File: src/rtl/snoop_pkg.sv
package snoop_pkg;

    typedef enum logic [1:0] {
        ST_IDLE    = 2'd0,
        ST_LD_OPND = 2'd1,
        ST_JMP_LO  = 2'd2,
        ST_JMP_HI  = 2'd3
    } snoop_state_e;

endpackage

File: src/rtl/snoop_decode.sv
module snoop_decode #(
    parameter int                DATA_W  = 8,
    parameter logic [DATA_W-1:0] LD_OPC  = 8'hA9,
    parameter logic [DATA_W-1:0] JMP_OPC = 8'h4C,
    parameter int                NUM_JMP = 2,
    parameter int                JSEL_W  = 1
) (
    input  logic [DATA_W-1:0] cur_byte,
    input  logic [DATA_W-1:0] peek_byte,
    output logic              is_ld,
    output logic              is_jmp,
    output logic              tgt_hit,
    output logic [JSEL_W-1:0] tgt_sel
);

    logic [NUM_JMP-1:0] hit;

    assign is_ld  = (cur_byte == LD_OPC);
    assign is_jmp = (cur_byte == JMP_OPC);

    // one comparator per reserved jump target: high byte zero, low byte = index
    for (genvar i = 0; i < NUM_JMP; i++) begin : g_tgt
        assign hit[i] = (peek_byte == '0) && (cur_byte == DATA_W'(i));
    end

    assign tgt_hit = |hit;

    always_comb begin
        tgt_sel = '0;
        for (int i = 0; i < NUM_JMP; i++) begin
            if (hit[i]) tgt_sel = JSEL_W'(i);
        end
    end

endmodule

File: src/rtl/snoop_seq.sv
module snoop_seq
    import snoop_pkg::*;
#(
    parameter int ADDR_W = 13,
    parameter int DATA_W = 8,
    parameter int JSEL_W = 1
) (
    input  logic                clk,
    input  logic                rst_n,
    input  logic                strobe,
    input  logic [ADDR_W-1:0]   addr,
    input  logic [DATA_W-1:0]   cur_byte,
    input  logic                is_ld,
    input  logic                is_jmp,
    input  logic                tgt_hit,
    input  logic [JSEL_W-1:0]   tgt_sel,
    input  logic                fast_en,
    input  logic [DATA_W-1:0]   stream_data,
    input  logic [2*DATA_W-1:0] jmp_addr,
    output logic                stream_rd,
    output logic [DATA_W-1:0]   stream_sel,
    output logic                jmp_rd,
    output logic [JSEL_W-1:0]   jmp_sel,
    output logic [DATA_W-1:0]   bus_byte
);

    typedef struct packed {
        snoop_state_e      st;
        logic [ADDR_W-1:0] nxt;   // address expected for the next operand
        logic              ovr;   // jump operand being substituted
        logic [DATA_W-1:0] hi;    // captured high destination byte
        logic [DATA_W-1:0] out;   // byte on the bus
    } seq_regs_t;

    seq_regs_t q_q, q_d;
    logic      contig;
    logic      opcode_path;

    always_comb begin
        q_d         = q_q;
        stream_rd   = 1'b0;
        jmp_rd      = 1'b0;
        stream_sel  = cur_byte;
        jmp_sel     = tgt_sel;
        contig      = (addr == q_q.nxt);
        opcode_path = (q_q.st == ST_IDLE) || !contig;
        if (strobe) begin
            q_d.out = cur_byte;
            q_d.nxt = addr + 1'b1;
            q_d.ovr = 1'b0;
            if (opcode_path) begin
                if (is_ld)       q_d.st = ST_LD_OPND;
                else if (is_jmp) q_d.st = ST_JMP_LO;
                else             q_d.st = ST_IDLE;
            end else begin
                unique case (q_q.st)
                    ST_LD_OPND: begin
                        q_d.st = ST_IDLE;
                        if (fast_en) begin
                            stream_rd = 1'b1;
                            q_d.out   = stream_data;
                        end
                    end
                    ST_JMP_LO: begin
                        q_d.st = ST_JMP_HI;
                        if (tgt_hit) begin
                            jmp_rd  = 1'b1;
                            q_d.out = jmp_addr[DATA_W-1:0];
                            q_d.hi  = jmp_addr[2*DATA_W-1:DATA_W];
                            q_d.ovr = 1'b1;
                        end
                    end
                    ST_JMP_HI: begin
                        q_d.st = ST_IDLE;
                        if (q_q.ovr) q_d.out = q_q.hi;
                    end
                    default: q_d.st = ST_IDLE;
                endcase
            end
        end
    end

    always_ff @(posedge clk) begin
        if (!rst_n) q_q <= '0;
        else        q_q <= q_d;
    end

    assign bus_byte = q_q.out;

endmodule

File: src/rtl/snoop_override.sv
module snoop_override #(
    parameter int                ADDR_W  = 13,
    parameter int                DATA_W  = 8,
    parameter logic [DATA_W-1:0] LD_OPC  = 8'hA9,
    parameter logic [DATA_W-1:0] JMP_OPC = 8'h4C,
    parameter int                NUM_JMP = 2,
    localparam int               JSEL_W  = (NUM_JMP > 1) ? $clog2(NUM_JMP) : 1
) (
    input  logic                clk,
    input  logic                rst_n,
    input  logic                fetch_strobe,
    input  logic [ADDR_W-1:0]   fetch_addr,
    input  logic [DATA_W-1:0]   rom_byte,
    input  logic [DATA_W-1:0]   rom_peek,
    input  logic                fast_fetch_en,
    output logic                stream_rd,
    output logic [DATA_W-1:0]   stream_sel,
    input  logic [DATA_W-1:0]   stream_data,
    output logic                jmp_rd,
    output logic [JSEL_W-1:0]   jmp_sel,
    input  logic [2*DATA_W-1:0] jmp_addr,
    output logic [DATA_W-1:0]   bus_byte
);

    logic              is_ld;
    logic              is_jmp;
    logic              tgt_hit;
    logic [JSEL_W-1:0] tgt_sel;

    snoop_decode #(
        .DATA_W  (DATA_W),
        .LD_OPC  (LD_OPC),
        .JMP_OPC (JMP_OPC),
        .NUM_JMP (NUM_JMP),
        .JSEL_W  (JSEL_W)
    ) u_decode (
        .cur_byte  (rom_byte),
        .peek_byte (rom_peek),
        .is_ld     (is_ld),
        .is_jmp    (is_jmp),
        .tgt_hit   (tgt_hit),
        .tgt_sel   (tgt_sel)
    );

    snoop_seq #(
        .ADDR_W (ADDR_W),
        .DATA_W (DATA_W),
        .JSEL_W (JSEL_W)
    ) u_seq (
        .clk         (clk),
        .rst_n       (rst_n),
        .strobe      (fetch_strobe),
        .addr        (fetch_addr),
        .cur_byte    (rom_byte),
        .is_ld       (is_ld),
        .is_jmp      (is_jmp),
        .tgt_hit     (tgt_hit),
        .tgt_sel     (tgt_sel),
        .fast_en     (fast_fetch_en),
        .stream_data (stream_data),
        .jmp_addr    (jmp_addr),
        .stream_rd   (stream_rd),
        .stream_sel  (stream_sel),
        .jmp_rd      (jmp_rd),
        .jmp_sel     (jmp_sel),
        .bus_byte    (bus_byte)
    );

endmodule

File: config.mk
export PLATFORM = sky130hd
export DESIGN_NAME = snoop_override
export DESIGN_NICKNAME = d
export VERILOG_FILES = /design/src/rtl/snoop_pkg.sv /design/src/rtl/snoop_decode.sv /design/src/rtl/snoop_seq.sv /design/src/rtl/snoop_override.sv
export SDC_FILE = /design/constraint.sdc
export NUM_CORES = 1
export LEC_CHECK = 0
export BUFFER_PORTS_ARGS = -buffer_cell sky130_fd_sc_hd__buf_2
export CORE_MARGIN = 1.5
export CORE_UTILIZATION = 47
export CTS_BUF_LIST = sky130_fd_sc_hd__clkbuf_8
export DETAILED_ROUTE_END_ITERATION = 8
export PLACE_DENSITY_LB_ADDON = 0.2
export RECOVER_POWER = 25
export SLEW_MARGIN = 20
export SYNTH_ARGS = -nofsm -noshare
export SYNTH_HDL_FRONTEND = slang
export SYNTH_SLANG_ARGS = --single-unit
export TNS_END_PERCENT = 10
File: constraint.sdc
create_clock -name clk -period 1.41 [get_ports clk]
set_input_delay 0.141 -clock clk [delete_from_list [all_inputs] [get_ports clk]]
set_output_delay 0.141 -clock clk [all_outputs]
set_load 0.02 [all_outputs]
* Word level (Yosys, flattened, before mapping)
Cells that the tools add are included.
Cells by class: add/subtract/negate cells 1, multiplexer cells 19, bitwise operators 1, equality and inequality tests 7, reduce and logical (&&, ||, !) cells 9
Operators by type and width (count):
- two-way mux 17 bit | 2
- case mux 8 bit (3 select lines) | 1
- zero test 8 bit | 2
- two-way mux 8 bit | 2
- adder 13 x 1 -> 13 bit, second input constant | 1
- equality test 13 bit | 1
- two-way mux 1 bit | 9
- two-way mux 9 bit | 1
- equality test 8 x 1 -> 1 bit, second input constant | 1
- equality test 8 x 7 -> 1 bit, second input constant | 1
- equality test 8 bit, second input constant | 1
- two-way mux 2 bit | 4
- equality test 2 bit, second input constant | 2
- AND reduction 4 bit | 1
- equality test 2 x 1 -> 1 bit, second input constant | 1
- logical AND 1 bit | 2
- zero test 2 bit | 1
- OR reduction 2 bit | 1
- zero test 1 bit | 1
- logical OR 1 bit | 1
- inverter 1 bit | 1
Storage, ports and cells: bits in registers 32, output and inout port bits 19, input bits 57

* Depth between registers and ports, before layout
word-level depth 7, depth in mapped cells 7, gate-level depth less buffers 5

* Hierarchy
A second synthesis with hierarchy kept.
Unflattened totals: cell total of the unflattened synthesis 262, area, all modules 2219.6 sq um
Modules (own cells, without submodules):
- snoop_seq | cells each 250, times used 1, area each 2132.0 sq um
- snoop_decode | cells each 12, times used 1, area each 87.6 sq um

* Least setup slack after synthesis
Ideal clock, no wire load.
path type register to output, start point register u_seq.q_q[24] (netlist name), end point output port stream_rd, cell stages (with the launch flop) 8, data arrival time 1.599 ns, slack -0.330 ns, cells stage by stage dfxtp_1 -> xor2_1 -> nor4_1 -> and4_1 -> buf_6 -> buf_12 -> nand2_1 -> nor3_2
Between the ends: longest elaborated chain between the ends 5
RTL lines:
- start, declared | RTL line snoop_seq.sv:35 | seq_regs_t q_q, q_d;
- start signal, assigned | RTL line snoop_seq.sv:85 | else q_q <= q_d;
- equality test 13 bit | RTL line snoop_seq.sv:45 | contig = (addr == q_q.nxt);
- zero test 1 bit | RTL line snoop_seq.sv:46 | opcode_path = (q_q.st == ST_IDLE) || !contig;
- logical OR 1 bit | RTL line snoop_seq.sv:46
- two-way mux 1 bit | RTL line snoop_seq.sv:51 | if (opcode_path) begin
- two-way mux 1 bit | RTL line snoop_seq.sv:47 | if (strobe) begin
- end, declared | RTL line snoop_override.sv:16 | output logic stream_rd,
No other way between the ends.

* Worst setup path after layout
start point register u_seq.q_q[22] (netlist name), end point output port stream_rd
Same word-level chain as after synthesis.

==> results by group <==
Outcome
  • Outcome: complete, but fails checks
  • Failing checks: negative setup slack

Clock network
  • Clock network latency to the later pin of the worst-skew pair: 0.28 ns
  • Clock buffers created by TritonCTS: 5
  • CTS root buf: sky130_fd_sc_hd__clkbuf_8
  • CTS tree: done
  • Cts hold-fix bufs: 0
  • Max Root-Sink Buffers: 2
  • Depth of the CTS H-tree: 2
  • Clock-pin slew reported for the worst setup and hold paths after clock tree synthesis: 0.07 ns
  • Clock sinks: 32

Placed design
  • Routability-driven placement congestion ratio: 0.8335
  • Cell count after placement: 401
  • Post-DP HPWL: 4.817 mm
  • PortBufs: 75

Detailed routing
  • Detail-routed net length per standard cell: 15.62 um
  • DRC violations left: 0
  • Number of iterations in the first detailed-routing pass: 4
  • Total via count in the routed design: 2360
  • Via-per-instance ratio: 5.714
  • Detail Route Antenna Nets: 0
  • Detailed-route wire length: 6.450 mm
  • Number of violations reported at the end of detailed-routing iteration 0: 134

Worst setup path
  • End point of the critical path: stream_rd
  • Register-to-register path setup slack: -0.42 ns
  • Endpoint of the most critical register-to-register path: u_seq.q_q[14]$_SDFFE_PN0P_
  • R2r startpoint: u_seq.q_q[22]$_SDFFE_PN0P_
  • Sort of element at the start of the critical path: flip-flop
  • Crit path max fanout: 4
  • Element type at the critical path end: primary output
  • Worst reg2reg path depth: 8
  • CP Class: reg -> out
  • Critical path required time: 1.27 ns
  • Worst path arrival time: 1.79 ns
  • CP startpoint: u_seq.q_q[22]$_SDFFE_PN0P_

STA
  • Relative slew margins: 53.36%
  • Post-route setup slack: -0.5202 ns
  • Slew at the pin with the worst max-slew slack: 0.6989 ns
  • Post-Route Skew: 0.007045 ns
  • Unrepaired setup endpoints after global routing: true
  • Count of final setup violators: 21
  • Max Clock Freq: 518.1 MHz
  • Final period demand of the worst path: 1.930 ns
  • Fin. Hold Viols: 0
  • Final worst path period share: 136.9%
  • Count of final max-slew check failures: 0

Power and ir drop
  • Total power consumption of the routed design: 0.002264 W
  • VDD IR-drop max: 0.0004493 V
  • Pwr Density: 751.5 mW/mm2
  • Static leakage power: 1.271 nW

Global routing
  • Overall global routing resource usage: 24.78%
  • Remaining Overflow, GRT: 0
  • Pin count of the biggest net entering global routing: 38
  • Global-route wire length before repair: 10.17 mm
  • Vias in the first global route: 2205
  • Initial antenna violation count: 0

Synth
  • Combinational family with the most area after synthesis: compound AO/OA/AOI/OAI gates
  • Number of warnings printed during yosys synthesis: 0
  • Fraction of the mapped netlist area in simple logic gates: 20.52%
  • Syn nets: 334
  • Mean area per synthesized cell: 8.219 um2
  • Sequential element share of the synthesized area: 28.24%
  • Cells after Synth: 276
  • Flop and latch count out of synthesis: 32
  • Share of cell area taken by muxes after synthesis: 5.516%
  • Area share of xor/xnor cells in the synthesized design: 9.266%
  • Total standard cell area after synthesis: 0.002268 mm2
  • Number of enable flip-flop cells after synthesis: 0
  • Number of distinct library cells after synthesis: 42
  • Async set or reset register ratio after synthesis: 0%
  • Top flip-flop cell by instance count after synthesis: sky130_fd_sc_hd__dfxtp_1
  • Fraction of the mapped netlist area in adder cells: 0.5516%
  • Synthesized-area fraction occupied by ao, oa, aoi and oai cells: 23.33%

Layout
  • Fill count: 414
  • Ant diodes: 0
  • Leading cell type in the layout, fill and taps excluded: sky130_fd_sc_hd__buf_2
  • Commonest cells after routing, fill and taps aside: sky130_fd_sc_hd__buf_2, sky130_fd_sc_hd__buf_4, sky130_fd_sc_hd__dfxtp_1
  • Synth-to-layout area growth: 32.82%
  • Fraction of layout cells with a size suffix above 1: 42.62%
  • Number of standard cells in the layout, taps in and fillers out: 413
  • Number of nets at the end of the flow: 416

Floorplan
  • DIE HEIGHT: 72.47 um
  • Initial Util: 48.35%
  • Core area: 0.004692 mm2
  • Die area: 0.005252 mm2
  • Ports: 76
  • Die Span X: 72.47 um
  • Cell row count: 25

Flow run
  • Maxcap violations: 0

Min path
  • Class of the worst hold path: in -> reg
==> power by group <==
part	internal, W	switching, W	total, W
clock	0.000389	0.000338	0.000727
combinational	0.000244	0.000312	0.000556
sequential	0.000952	0.0000294	0.000981
==> worst max-delay path: stages (launching register included) <==
cell	delay (ns)
sky130_fd_sc_hd__dfxtp_2	0.33
sky130_fd_sc_hd__xor2_2	0.16
sky130_fd_sc_hd__nor4_2	0.34
sky130_fd_sc_hd__and4_1	0.25
sky130_fd_sc_hd__buf_6	0.13
sky130_fd_sc_hd__nand2_4	0.05
sky130_fd_sc_hd__nor3_4	0.11
sky130_fd_sc_hd__buf_6	0.13
==> layout make-up <==
type / instances / area [um2] / area share (%)
flip-flops and latches: 32 / 648.1 / 21.51
inverters: 4 / 15.01 / 0.4983
clock inverters: 2 / 11.26 / 0.3738
well taps: 54 / 67.56 / 2.243
multi-input cells: 201 / 1491 / 49.50
clock buffers: 6 / 82.58 / 2.741
repair buffers: 114 / 696.9 / 23.13
==> synth_stat cells, types with 8 or more instances <==
cell type	count	area (um2)
sky130_fd_sc_hd__o21ai_0	12	60.06
sky130_fd_sc_hd__a21oi_1	19	95.09
sky130_fd_sc_hd__nand2_1	14	52.55
sky130_fd_sc_hd__a211oi_1	10	75.07
sky130_fd_sc_hd__nand3_1	8	40.04
sky130_fd_sc_hd__xor2_1	21	183.9
sky130_fd_sc_hd__nor2_1	23	86.33
sky130_fd_sc_hd__o31ai_1	8	60.06
sky130_fd_sc_hd__nor4_1	10	62.56
sky130_fd_sc_hd__mux2i_1	8	80.08
sky130_fd_sc_hd__buf_4	16	120.1
sky130_fd_sc_hd__clkbuf_1	10	37.54
sky130_fd_sc_hd__dfxtp_1	32	640.6
sky130_fd_sc_hd__nand4_1	13	81.33
==> how the worst min path moves through the flow <==
stage	from	end	slack, ns	cells after the start
after detailed placement	jmp_addr[14]	u_seq.q_q[14]$_SDFFE_PN0P_	0.42	3
after global routing	jmp_addr[14]	u_seq.q_q[14]$_SDFFE_PN0P_	0.13	3
after CTS	jmp_addr[14]	u_seq.q_q[14]$_SDFFE_PN0P_	0.13	3
after floorplan	fetch_addr[0]	u_seq.q_q[17]$_SDFFE_PN0P_	0.24	1
after global placement	jmp_addr[8]	u_seq.q_q[8]$_SDFFE_PN0P_	0.42	3
final	jmp_addr[14]	u_seq.q_q[14]$_SDFFE_PN0P_	0.13	3
==> kinds of logic after synthesis <==
logic type	Yosys count
AO/OA/AOI/OAI	76
XOR/XNOR	24
adder cells (fa/ha/maj)	1
buffers and inverters	43
flip-flops	32
multiplexers	12
AND/OR/NAND/NOR	88
==> per-stage QoR <==
stage | TNS (ns) | setup slack (ns) | util [%] | hold WS, ns | area, um2
floorplan | -1.419 | -0.1898 | - | 0.2400 | 2283
global placement | -4.781 | -0.3944 | 58.21 | 0.4202 | 2731
detailed placement | -5.160 | -0.3959 | 58.21 | 0.4228 | 2731
CTS | -6.703 | -0.5086 | 63.09 | 0.1257 | 2960
global route | -9.323 | -0.6022 | 64.21 | 0.1330 | 3013
finish | -7.380 | -0.5202 | 64.21 | 0.1303 | 3013
==> routing by layer <==
layer	global-route usage, %	share of wire [%]	vias to the layer above
met1	33.45	45	1094
met2	41.36	48	93
met3	3.889	6.5	7
li1	-	-	1166
met5	0	0	-
met4	6.499	0.78	0
==> sequential cells by signal, indices dropped and copies added, names as in the netlist <==
signal,flops
u_seq.bus_byte,8
u_seq.q_q,24
==> timing repair <==
item,4_1_cts,5_1_grt
endpoints found under the setup margin,22,22
buffers inserted,4,0
pin swaps,4,3
resized for setup,27,11
No activity file was read; power rests on OpenSTA's default activity.
